`config.mk`:
```
export PLATFORM = sky130hd
export DESIGN_NAME = seg_xlate
export DESIGN_NICKNAME = d
export VERILOG_FILES = /design/src/rtl/seg_xlate_pkg.sv /design/src/rtl/seg_sel_decode.sv /design/src/rtl/seg_desc_fetch.sv /design/src/rtl/seg_regfile.sv /design/src/rtl/seg_addr_gen.sv /design/src/rtl/seg_xlate.sv
export SDC_FILE = /design/constraint.sdc
export NUM_CORES = 1
export LEC_CHECK = 0
export ABC_AREA = 1
export BUFFER_PORTS_ARGS = -buffer_cell sky130_fd_sc_hd__buf_2
export CAP_MARGIN = 0
export CORE_AREA = 10 10 216 218
export CTS_BUF_LIST = sky130_fd_sc_hd__clkbuf_2
export DETAILED_ROUTE_END_ITERATION = 10
export DIE_AREA = 0 0 226 228
export GPL_TIMING_DRIVEN = 1
export HOLD_SLACK_MARGIN = 0.03
export PLACE_DENSITY = 0.74
export SLEW_MARGIN = 5
export SYNTH_ARGS = -nofsm -noshare
export SYNTH_HDL_FRONTEND = slang
export SYNTH_SLANG_ARGS = --single-unit
```
`constraint.sdc`:
```
create_clock -name clk_i -period 2.93 [get_ports clk_i]
set_input_delay 0.1465 -clock clk_i [delete_from_list [all_inputs] [get_ports clk_i]]
set_output_delay 0.1465 -clock clk_i [all_outputs]
set_load 0.02 [all_outputs]
```
`src/rtl/seg_xlate_pkg.sv`:
```
package seg_xlate_pkg;
  localparam int SEL_W   = 16;
  localparam int IDX_W   = 13;
  localparam int RPL_W   = 2;
  localparam int ADDR_W  = 32;
  localparam int LIM_W   = 20;
  localparam int DESC_W  = 64;
  localparam int REAL_W  = 20;
  localparam int ROFF_W  = 16;
  localparam int D_LIM_LSB = 32;
  localparam int D_DPL_LSB = 52;

  typedef struct packed {
    logic [ADDR_W-1:0] base;
    logic [LIM_W-1:0]  limit;
    logic [RPL_W-1:0]  dpl;
  } hid_t;

  function automatic hid_t unpack_desc(input logic [D_DPL_LSB+RPL_W-1:0] w);
    hid_t h;
    h.base  = w[ADDR_W-1:0];
    h.limit = w[D_LIM_LSB+LIM_W-1:D_LIM_LSB];
    h.dpl   = w[D_DPL_LSB+RPL_W-1:D_DPL_LSB];
    return h;
  endfunction
endpackage

```
`src/rtl/seg_sel_decode.sv`:
```
module seg_sel_decode
  import seg_xlate_pkg::*;
(
  input  logic [SEL_W-1:0]  sel_i,
  input  logic [ADDR_W-1:0] gdt_base_i,
  input  logic [ADDR_W-1:0] ldt_base_i,
  output logic [RPL_W-1:0]  rpl_o,
  output logic              null_o,
  output logic [ADDR_W-1:0] desc_addr_o
);
  logic [IDX_W-1:0]  idx;
  logic              tbl;
  logic [ADDR_W-1:0] base;

  assign idx    = sel_i[SEL_W-1:3];
  assign tbl    = sel_i[2];
  assign rpl_o  = sel_i[RPL_W-1:0];
  assign null_o = (idx == '0);
  assign base   = tbl ? ldt_base_i : gdt_base_i;
  // 8-byte descriptors
  assign desc_addr_o = base + {{(ADDR_W-IDX_W-3){1'b0}}, idx, 3'b000};
endmodule

```
`src/rtl/seg_desc_fetch.sv`:
```
module seg_desc_fetch
  import seg_xlate_pkg::*;
#(
  parameter int SEG_W = 2
) (
  input  logic              clk_i,
  input  logic              rst_ni,
  input  logic              prot_i,
  input  logic              ld_valid_i,
  input  logic [SEG_W-1:0]  ld_seg_i,
  input  logic [SEL_W-1:0]  ld_sel_i,
  input  logic [RPL_W-1:0]  rpl_i,
  input  logic              null_i,
  input  logic [ADDR_W-1:0] desc_addr_i,
  output logic              dr_valid_o,
  output logic [ADDR_W-1:0] dr_addr_o,
  input  logic              dr_ready_i,
  input  logic              dr_rvalid_i,
  input  logic [DESC_W-1:0] dr_rdata_i,
  output logic              wr_en_o,
  output logic [SEG_W-1:0]  wr_seg_o,
  output logic [SEL_W-1:0]  wr_sel_o,
  output hid_t              wr_hid_o,
  output logic              busy_o,
  output logic              done_o,
  output logic              fault_o
);
  typedef enum logic [1:0] {ST_IDLE, ST_REQ, ST_RSP} st_e;

  st_e               st_q;
  logic [SEG_W-1:0]  seg_q;
  logic [SEL_W-1:0]  sel_q;
  logic [RPL_W-1:0]  rpl_q;
  logic [ADDR_W-1:0] addr_q;
  hid_t              desc;
  logic              accept, real_ld, null_ld, rsp, priv_ok;
  logic [DESC_W-D_DPL_LSB-RPL_W-1:0] unused_rsvd;

  assign unused_rsvd = dr_rdata_i[DESC_W-1:D_DPL_LSB+RPL_W];
  assign desc    = unpack_desc(dr_rdata_i[D_DPL_LSB+RPL_W-1:0]);
  assign accept  = (st_q == ST_IDLE) && ld_valid_i;
  assign real_ld = accept && !prot_i;
  assign null_ld = accept && prot_i && null_i;
  assign rsp     = (st_q == ST_RSP) && dr_rvalid_i;
  assign priv_ok = (rpl_q <= desc.dpl);

  always_ff @(posedge clk_i or negedge rst_ni) begin
    if (!rst_ni) begin
      st_q    <= ST_IDLE;
      seg_q   <= '0;
      sel_q   <= '0;
      rpl_q   <= '0;
      addr_q  <= '0;
      done_o  <= 1'b0;
      fault_o <= 1'b0;
    end else begin
      done_o  <= real_ld || (rsp && priv_ok);
      fault_o <= null_ld || (rsp && !priv_ok);
      unique case (st_q)
        ST_IDLE: if (accept && prot_i && !null_i) begin
          st_q   <= ST_REQ;
          seg_q  <= ld_seg_i;
          sel_q  <= ld_sel_i;
          rpl_q  <= rpl_i;
          addr_q <= desc_addr_i;
        end
        ST_REQ:  if (dr_ready_i) st_q <= ST_RSP;
        ST_RSP:  if (dr_rvalid_i) st_q <= ST_IDLE;
        default: st_q <= ST_IDLE;
      endcase
    end
  end

  always_comb begin
    wr_en_o  = 1'b0;
    wr_seg_o = seg_q;
    wr_sel_o = sel_q;
    wr_hid_o = desc;
    if (real_ld) begin
      wr_en_o        = 1'b1;
      wr_seg_o       = ld_seg_i;
      wr_sel_o       = ld_sel_i;
      wr_hid_o.base  = {{(ADDR_W-SEL_W-4){1'b0}}, ld_sel_i, 4'h0};
      wr_hid_o.limit = LIM_W'(20'h0FFFF);
      wr_hid_o.dpl   = '0;
    end else if (rsp && priv_ok) begin
      wr_en_o = 1'b1;
    end
  end

  assign dr_valid_o = (st_q == ST_REQ);
  assign dr_addr_o  = addr_q;
  assign busy_o     = (st_q != ST_IDLE);
endmodule

```
`src/rtl/seg_regfile.sv`:
```
module seg_regfile
  import seg_xlate_pkg::*;
#(
  parameter int              NUM_SEGS = 4,
  parameter int              SEG_W    = 2,
  parameter int              CODE_SEG = 0,
  parameter logic [SEL_W-1:0] CODE_SEL = 16'hF000
) (
  input  logic             clk_i,
  input  logic             rst_ni,
  input  logic             wr_en_i,
  input  logic [SEG_W-1:0] wr_seg_i,
  input  logic [SEL_W-1:0] wr_sel_i,
  input  hid_t             wr_hid_i,
  input  logic [SEG_W-1:0] rd_seg_i,
  output logic [SEL_W-1:0] rd_sel_o,
  output hid_t             rd_hid_o
);
  logic [SEL_W-1:0] sel_w [NUM_SEGS];
  hid_t             hid_w [NUM_SEGS];

  for (genvar g = 0; g < NUM_SEGS; g++) begin : g_seg
    localparam logic [SEL_W-1:0]  RST_SEL  = (g == CODE_SEG) ? CODE_SEL : '0;
    localparam logic [ADDR_W-1:0] RST_BASE = {{(ADDR_W-SEL_W-4){1'b0}}, RST_SEL, 4'h0};
    logic [SEL_W-1:0] sel_q;
    hid_t             hid_q;
    always_ff @(posedge clk_i or negedge rst_ni) begin
      if (!rst_ni) begin
        sel_q       <= RST_SEL;
        hid_q.base  <= RST_BASE;
        hid_q.limit <= LIM_W'(20'h0FFFF);
        hid_q.dpl   <= '0;
      end else if (wr_en_i && (wr_seg_i == SEG_W'(g))) begin
        sel_q <= wr_sel_i;
        hid_q <= wr_hid_i;
      end
    end
    assign sel_w[g] = sel_q;
    assign hid_w[g] = hid_q;
  end

  assign rd_sel_o = sel_w[rd_seg_i];
  assign rd_hid_o = hid_w[rd_seg_i];
endmodule

```
`src/rtl/seg_addr_gen.sv`:
```
module seg_addr_gen
  import seg_xlate_pkg::*;
(
  input  logic              clk_i,
  input  logic              rst_ni,
  input  logic              prot_i,
  input  logic              valid_i,
  input  logic [ADDR_W-1:0] off_i,
  input  logic [SEL_W-1:0]  sel_i,
  input  hid_t              hid_i,
  output logic              valid_o,
  output logic [ADDR_W-1:0] addr_o,
  output logic [SEL_W-1:0]  sel_o,
  output logic              fault_o
);
  logic [REAL_W-1:0] real_sum;
  logic [ADDR_W-1:0] prot_sum;
  logic              over;
  logic [RPL_W-1:0]  unused_dpl;

  assign unused_dpl = hid_i.dpl;
  assign real_sum   = hid_i.base[REAL_W-1:0] + {{(REAL_W-ROFF_W){1'b0}}, off_i[ROFF_W-1:0]};
  assign prot_sum   = hid_i.base + off_i;
  assign over       = off_i > {{(ADDR_W-LIM_W){1'b0}}, hid_i.limit};

  always_ff @(posedge clk_i or negedge rst_ni) begin
    if (!rst_ni) begin
      valid_o <= 1'b0;
      addr_o  <= '0;
      sel_o   <= '0;
      fault_o <= 1'b0;
    end else begin
      valid_o <= valid_i;
      if (valid_i) begin
        addr_o  <= prot_i ? prot_sum : {{(ADDR_W-REAL_W){1'b0}}, real_sum};
        sel_o   <= sel_i;
        fault_o <= prot_i && over;
      end
    end
  end
endmodule

```
`src/rtl/seg_xlate.sv`:
```
module seg_xlate
  import seg_xlate_pkg::*;
#(
  parameter int               NUM_SEGS = 4,
  parameter int               CODE_SEG = 0,
  parameter logic [SEL_W-1:0] CODE_SEL = 16'hF000,
  localparam int              SEG_W    = (NUM_SEGS > 1) ? $clog2(NUM_SEGS) : 1
) (
  input  logic              clk_i,
  input  logic              rst_ni,
  input  logic              prot_mode_i,
  input  logic              tbl_wr_i,
  input  logic              tbl_local_i,
  input  logic [ADDR_W-1:0] tbl_base_i,
  input  logic              ld_valid_i,
  input  logic [SEG_W-1:0]  ld_seg_i,
  input  logic [SEL_W-1:0]  ld_sel_i,
  output logic              busy_o,
  output logic              ld_done_o,
  output logic              ld_fault_o,
  output logic              dr_valid_o,
  output logic [ADDR_W-1:0] dr_addr_o,
  input  logic              dr_ready_i,
  input  logic              dr_rvalid_i,
  input  logic [DESC_W-1:0] dr_rdata_i,
  input  logic              xl_valid_i,
  input  logic [SEG_W-1:0]  xl_seg_i,
  input  logic [ADDR_W-1:0] xl_off_i,
  output logic              xl_valid_o,
  output logic [ADDR_W-1:0] xl_addr_o,
  output logic [SEL_W-1:0]  xl_sel_o,
  output logic              xl_fault_o
);
  logic [ADDR_W-1:0] gdt_q, ldt_q, desc_addr;
  logic [RPL_W-1:0]  rpl;
  logic              is_null, wr_en;
  logic [SEG_W-1:0]  wr_seg;
  logic [SEL_W-1:0]  wr_sel, rd_sel;
  hid_t              wr_hid, rd_hid;

  always_ff @(posedge clk_i or negedge rst_ni) begin
    if (!rst_ni) begin
      gdt_q <= '0;
      ldt_q <= '0;
    end else if (tbl_wr_i) begin
      if (tbl_local_i) ldt_q <= tbl_base_i;
      else             gdt_q <= tbl_base_i;
    end
  end

  seg_sel_decode i_dec (
    .sel_i(ld_sel_i), .gdt_base_i(gdt_q), .ldt_base_i(ldt_q),
    .rpl_o(rpl), .null_o(is_null), .desc_addr_o(desc_addr)
  );

  seg_desc_fetch #(.SEG_W(SEG_W)) i_fetch (
    .clk_i, .rst_ni, .prot_i(prot_mode_i),
    .ld_valid_i, .ld_seg_i, .ld_sel_i, .rpl_i(rpl), .null_i(is_null),
    .desc_addr_i(desc_addr),
    .dr_valid_o, .dr_addr_o, .dr_ready_i, .dr_rvalid_i, .dr_rdata_i,
    .wr_en_o(wr_en), .wr_seg_o(wr_seg), .wr_sel_o(wr_sel), .wr_hid_o(wr_hid),
    .busy_o, .done_o(ld_done_o), .fault_o(ld_fault_o)
  );

  seg_regfile #(
    .NUM_SEGS(NUM_SEGS), .SEG_W(SEG_W), .CODE_SEG(CODE_SEG), .CODE_SEL(CODE_SEL)
  ) i_regs (
    .clk_i, .rst_ni,
    .wr_en_i(wr_en), .wr_seg_i(wr_seg), .wr_sel_i(wr_sel), .wr_hid_i(wr_hid),
    .rd_seg_i(xl_seg_i), .rd_sel_o(rd_sel), .rd_hid_o(rd_hid)
  );

  seg_addr_gen i_agen (
    .clk_i, .rst_ni, .prot_i(prot_mode_i),
    .valid_i(xl_valid_i), .off_i(xl_off_i), .sel_i(rd_sel), .hid_i(rd_hid),
    .valid_o(xl_valid_o), .addr_o(xl_addr_o), .sel_o(xl_sel_o), .fault_o(xl_fault_o)
  );
endmodule

```
### Word-level counts from Yosys, hierarchy flattened

Index checks and enable logic that the tools add are counted.

| storage, ports and cells | value |
|---|---|
| register bits after elaboration | 450 |
| input bits | 157 |
| output and inout port bits | 86 |

| cells by class | value |
|---|---|
| add/sub/neg operators | 3 |
| $lt $le $gt $ge | 3 |
| equality and inequality tests | 8 |
| multiplexer cells | 17 |
| bitwise operators | 2 |
| reduce and logical (&&, ||, !) cells | 26 |

Operators with widths:

| kind | count |
|---|---|
| 2-to-1 mux 54 bit | 3 |
| binary-select mux 54 bit (select 2 bit) | 1 |
| 2-to-1 mux 32 bit | 2 |
| 2-to-1 mux 16 bit | 3 |
| adder 32 x 16 -> 32 bit | 1 |
| adder 32 bit | 1 |
| binary-select mux 16 bit (select 2 bit) | 1 |
| greater-than comparator 32 x 20 -> 1 bit | 1 |
| adder 20 x 16 -> 20 bit | 1 |
| logical AND 1 bit | 13 |
| zero test 13 bit | 1 |
| 2-to-1 mux 2 bit | 4 |
| equality test 2 bit (second input constant) | 3 |
| one-hot mux 2 bit (3 select lines) | 1 |
| AND reduction 2 bit | 3 |
| equality test 2 x 1 -> 1 bit (second input constant) | 2 |
| zero test 2 bit | 2 |
| inequality test 2 bit (second input constant) | 2 |
| greater-or-equal comparator 3 bit (second input constant) | 1 |
| zero test 1 bit | 3 |
| NOT 2 -> 3 bit | 1 |
| AND reduction 3 bit | 1 |
| less-or-equal comparator 2 bit | 1 |
| logical OR 1 bit | 2 |
| 4 further kinds | 5 |

### Logic depth before layout (Yosys ltp)

| depth | value |
|---|---|
| depth after elaboration | 6 |
| gate-level depth with buffers | 21 |

### Cells and area by module

A second synthesis with hierarchy kept.

| unflattened totals | value |
|---|---|
| cells, all modules | 3927 |
| area, all modules | 26887.0 um2 |

Modules (own cells, without submodules):

| module | instances | cells an instance | area an instance (um2) | seq. area each (um2) |
|---|---|---|---|---|
| seg_regfile | 1 | 2042 | 14587.7 | 7096.8 |
| seg_addr_gen | 1 | 750 | 4675.7 | 1251.2 |
| seg_desc_fetch | 1 | 422 | 2960.3 | 1401.3 |
| seg_xlate | 1 | 279 | 2615.0 | 1601.5 |
| seg_sel_decode | 1 | 434 | 2048.2 | 0.0 |

### Least setup slack after synthesis

OpenSTA, ideal clock, no wires.

| timing | value |
|---|---|
| path kind | input-to-reg |
| start point | input port xl_seg_i[0] |
| end point | register i_agen.addr_o[18] |
| arrival time | 2.685 ns |
| path slack | 0.128 ns |
| cell stages on the path | 21 |
| path buffers | 3 |
| cells stage by stage | clkinv_1 -> clkbuf_1 -> clkbuf_1 -> clkbuf_1 -> nor2_1 -> o22ai_1 -> ha_1 -> inv_1 -> fa_1 -> inv_1 -> nand2_1 -> nand3_1 -> nand2_1 -> nand2_1 -> nand2_1 -> nand2_1 -> nand2_1 -> nand3_1 -> nand2_1 -> nand2_1 -> nand2_1 |

| on the way | value |
|---|---|
| word-level cells in the longest chain between the ends | 6 |
| elaborated cells between the ends (all ways) | 7 |
| those cells by class | 2 x add/sub; 4 x mux; 1 x bitwise |

Ends and longest elaborated chain:

| item | line | text |
|---|---|---|
| start: declaration | seg_xlate.sv:27 | `input logic [SEG_W-1:0] xl_seg_i,` |
| NOT 2 -> 3 bit (not written as such) (*) | seg_regfile.sv:43 | `assign rd_hid_o = hid_w[rd_seg_i];` |
| binary-select mux 54 bit (select 2 bit) (*) | seg_regfile.sv:43 |  |
| 2-to-1 mux 54 bit (not written as such) (*) (2 in a row) | seg_regfile.sv:43 |  |
| adder 32 bit / adder 20 x 16 -> 20 bit (equally long branches) | seg_addr_gen.sv:23, seg_addr_gen.sv:22 |  |
| 2-to-1 mux 32 bit (*) | seg_addr_gen.sv:35 | `addr_o <= prot_i ? prot_sum : {{(ADDR_W-REAL_W){1'b0}}, real_sum};` |
| end signal: assignment | seg_addr_gen.sv:35 |  |
| end: declaration | seg_addr_gen.sv:12 | `output logic [ADDR_W-1:0] addr_o,` |

Every way passes the cells marked *; elsewhere a longest branch is shown, timed or not. The select of a mux whose other input is x is not followed.
A chain may end at the register's enable or synchronous reset.

### Worst setup path after layout

| timing | value |
|---|---|
| start point | input port ld_sel_i[5] |
| end point | register i_fetch.sel_q[3] |

| on the way | value |
|---|---|
| word-level cells in the longest chain between the ends | 4 |

Ends and longest elaborated chain:

| item | line | text |
|---|---|---|
| start: declaration | seg_xlate.sv:17 | `input logic [SEL_W-1:0] ld_sel_i,` |
| zero test 13 bit | seg_sel_decode.sv:18 | `assign null_o = (idx == '0);` |
| zero test 1 bit | seg_desc_fetch.sv:60 | `ST_IDLE: if (accept && prot_i && !null_i) begin` |
| logical AND 1 bit | seg_desc_fetch.sv:60 |  |
| AND reduction 2 bit (no line) | - |  |
| end signal: assignment | seg_desc_fetch.sv:63 | `sel_q <= ld_sel_i;` |
| end: declaration | seg_desc_fetch.sv:32 | `logic [SEL_W-1:0] sel_q;` |

No other way between the ends.

==> metrics.md <==
| Metric | Value |
|---|---|
| Final Hold Viols | `0` |
| Clk_lat worst skew | `1.17 ns` |
| Rows | `76` |
| Post-synthesis cell type count | `51` |
| Clock transition at path regs | `0.11 ns` |
| Iter 0 DRT Violations | `1967` |
| Total Wirelength | `74300 um` |
| Global Route Usage Sum | `0.287` |
| CTS tree | `done` |
| Pint | `13.9 mW` |
| Most common cell after layout, fill and taps aside | `nand2_1` |
| Failing checks | `negative setup slack` |
| Share of the synthesized area in the top cell type | `0.399` |
| Die Wd | `226 um` |
| Tmin final | `2.99 ns` |
| Layout area overhead | `26.9%` |
| Multi-input gate area | `10500 um^2` |
| NumNets Final | `3747` |
| DRC Markers | `0` |
| CP max stage delay | `0.60 ns` |
| Critical path capture point type | `register` |
| IO buf count | `232` |
| Clk buf depth | `3` |
| Routability Congestion | `0.922` |
| Initial DRT Pass Iterations | `6` |
| Initial antenna violation count | `5` |
| Top cells by area, synth | `dfrtp_1 (40%), nand2_1 (15%), dfstp_2 (8.2%)` |
| Setup violators final | `5` |
| Via density | `5.47` |
| P_leak | `14.6 nW` |
| Htree depth | `3` |
| Worst ir drop on vdd | `499 uV` |
| CP cell instances | `dlygate4sd3_1 -> buf_2 -> dlygate4sd3_1 -> nor4_1 -> nand4_1 -> nand2_2 -> inv_4 -> nand2_1 -> dlygate4sd3_1 -> nand2_1 -> dlygate4sd3_1` |
| Max Cap Viol | `0` |
| Commonest register cell after synthesis | `dfrtp_1` |
| HPWL Detailed | `47400 um` |
| Worst-Margin Slew | `1.13 ns` |
| Slowest CP cell | `dlygate4sd3_1` |
| Min Hold Slack | `0.130 ns` |
| Grt total ovfl | `0` |
| Avg Inst Size Synth | `7.91 um^2` |
| Routed Antenna Nets | `0` |
| Max Clk Rate | `335 MHz` |
| Family with the most delay on the worst path | `buffers and inverters` |
| Vias in the first global route | `23053` |
| Outcome | `finished, violations left` |
| Largest net degree at the start of global routing | `137` |
| I/O pin total | `243` |
| Post-synth EDFFs | `0` |
| Power share of the combinational group | `0.374` |
| Routed via count | `22775` |
| Share of post-route cells with drive strength above 1 | `0.198` |
| Initial Utilization | `0.543` |
| Clock sinks | `440` |
| Cell Area, Synth | `23100 um^2` |
| Commonest cells after routing, fill and taps aside | `nand2_1 (896), dfrtp_1 (368), o21ai_0 (335), dlygate4sd3_1 (313), nor2_1 (243)` |
| Register area share after synthesis | `0.481` |
| Final core occ | `0.689` |
| Final period util | `1.02` |
| Wire length per cell | `17.8 um` |
| Full die area | `51500 um^2` |
| Core Region | `42500 um^2` |
| PwrDens | `784 nW/um^2` |
| Crit path arrival time | `4.01 ns` |
| Crit path required time | `3.95 ns` |
| CP dominant cell by count | `dlygate4sd3_1` |
| Number of synthesized register bits | `440` |
| P_sw | `9.08 mW` |
| Slew Limit Headroom | `0.243` |
| Fill cells | `3315` |
| CP Class | `input pin to register` |
| Sw frac | `0.395` |
| Worst hold-check path type | `input pin to register` |
| Synth Net Count | `3146` |
| Synth area leader | `dfrtp_1` |
| Max-slew violation count | `0` |
| Clock share of power | `0.190` |
| Num CTS Buffers | `112` |
| Worst Clk Skew | `0.0692 ns` |
| CP max FO | `46` |
| Die Y | `228 um` |
| Ys async rst share | `1.00` |
| Worst setup margin | `-0.0594 ns` |
| RSZ-0062 raised after global routing | `yes` |
| YS warnings | `0` |
| Nature of the critical path startpoint | `input pin` |
| Share of power burned in registers | `0.436` |
| WP buf/inv | `6` |
| Root Buffer Master | `clkbuf_2` |
| FF+latch area | `11100 um^2` |
| Synth Instances | `2921` |
| First-pass GRT wire length | `120000 um` |
==> cell type report <==
type,count,area share
sequential,440,0.379
tap,546,0.0233
clock inverter,37,0.00773
clock buffer,167,0.0285
antenna,5,0.000427
multi-input combinational,2120,0.358
timing repair buffer,634,0.176
inverter,214,0.0276
==> final timing paths <==
kind                                                        from                            end  slack [ns]  cells after the start
max                                                  ld_sel_i[5]   i_fetch.sel_q[3]$_DFFE_PN0P_       -0.06                     11
min                                                 xl_off_i[27]  i_agen.addr_o[27]$_DFFE_PN0P_        0.13                      6
max reg2reg                i_regs.g_seg[3].hid_q[22]$_DFFE_PN0P_   i_agen.addr_o[0]$_DFFE_PN0P_        0.10                      8
min reg2reg                        i_agen.addr_o[28]$_DFFE_PN0P_  i_agen.addr_o[28]$_DFFE_PN0P_        0.48                      2
max in group asynchronous                                 rst_ni          ldt_q[22]$_DFFE_PN0P_        1.45                      6
min in group asynchronous                                 rst_ni   i_agen.sel_o[15]$_DFFE_PN0P_        0.63                      5
==> state kept, by name (all words and copies together), names as in the netlist <==
name	cells
i_fetch.sel_q	15
i_agen.fault_o	1
i_fetch.fault_o	1
i_agen.sel_o	16
i_regs.g_seg.hid_q	208
gdt_q	32
ldt_q	32
i_agen.addr_o	32
i_fetch.done_o	1
i_fetch.dr_addr_o	32
i_fetch.st_q	2
i_fetch.seg_q	2
i_fetch.rpl_q	1
i_regs.g_seg.sel_q	64
i_agen.valid_o	1
==> logic make-up (layout without fill, tap and decap cells) <==
family | Yosys count | count (layout) | synth area share
other cells | 0 | 5 | 0
xor+xnor | 24 | 24 | 0.00910
compound gates | 686 | 686 | 0.165
simple gates | 1342 | 1342 | 0.238
fa+ha+maj | 68 | 68 | 0.0375
flops | 440 | 440 | 0.481
buf+inv | 361 | 1052 | 0.0698
==> layer usage <==
metal,track usage,routed length [um]
met4,0.114,2760
met3,0.0595,5740
met2,0.471,35600
met5,0,7
met1,0.364,30200
==> power groups by stage <==
stage	logic, mW	clock network (mW)	registers [mW]
floorplan	4.97	0	10.3
global placement	7.55	0	9.94
detailed placement	7.81	0	10.1
CTS	8.36	4.42	9.96
global route	9.63	4.79	10.3
finish	8.60	4.37	10.0
==> metrics by stage <==
stage	total power [mW]	setup TNS (ns)	cell area, um^2	setup WS (ns)	cells
6_report	23.0	-0.160	29300	-0.0594	4163
2_1_floorplan	15.2	0	23100	0.128	2921
3_3_place_gp	17.5	0	24900	0.120	3636
5_1_grt	24.7	-0.0338	29300	-0.0338	4162
3_5_place_dp	17.9	0	24900	0.0477	3636
4_1_cts	22.7	0	29200	0.0292	4154
==> Yosys cell counts, types with 5 or more instances <==
cell type,number
xor2_1,6
nand2_2,42
buf_2,36
nand3_1,86
nor3_1,8
o21ai_0,346
inv_1,206
nor4_1,6
or2_2,23
a32o_1,20
a31oi_1,23
nand2_1,899
nand4_1,17
buf_1,12
dfrtp_1,368
buf_6,17
o21ai_2,41
xnor2_1,18
o21ai_1,124
o21bai_1,5
nor2_1,244
dfstp_2,72
a21oi_1,88
o22ai_1,27
clkbuf_1,75
ha_1,66
==> timing repair <==
| item | 4_1_cts | 5_1_grt |
|---|---|---|
| hold buffers | 314 | 0 |
| endpoints found under the hold margin | 880 | 0 |
| endpoints found under the setup margin | 0 | 20 |
| resized for setup | 0 | 33 |
| setup buffers | 0 | 4 |
==> worst register-to-register path, stage by stage, from the launching register on <==
cell and delay, ns:
dfrtp_1 0.36, nor2_1 0.06, o22ai_2 0.22, ha_2 0.31, dlygate4sd3_1 0.56, nand2_1 0.06, dlygate4sd3_1 0.55, nand2_1 0.06
dlygate4sd3_1 0.56
Power figures use the tool's default switching activity.
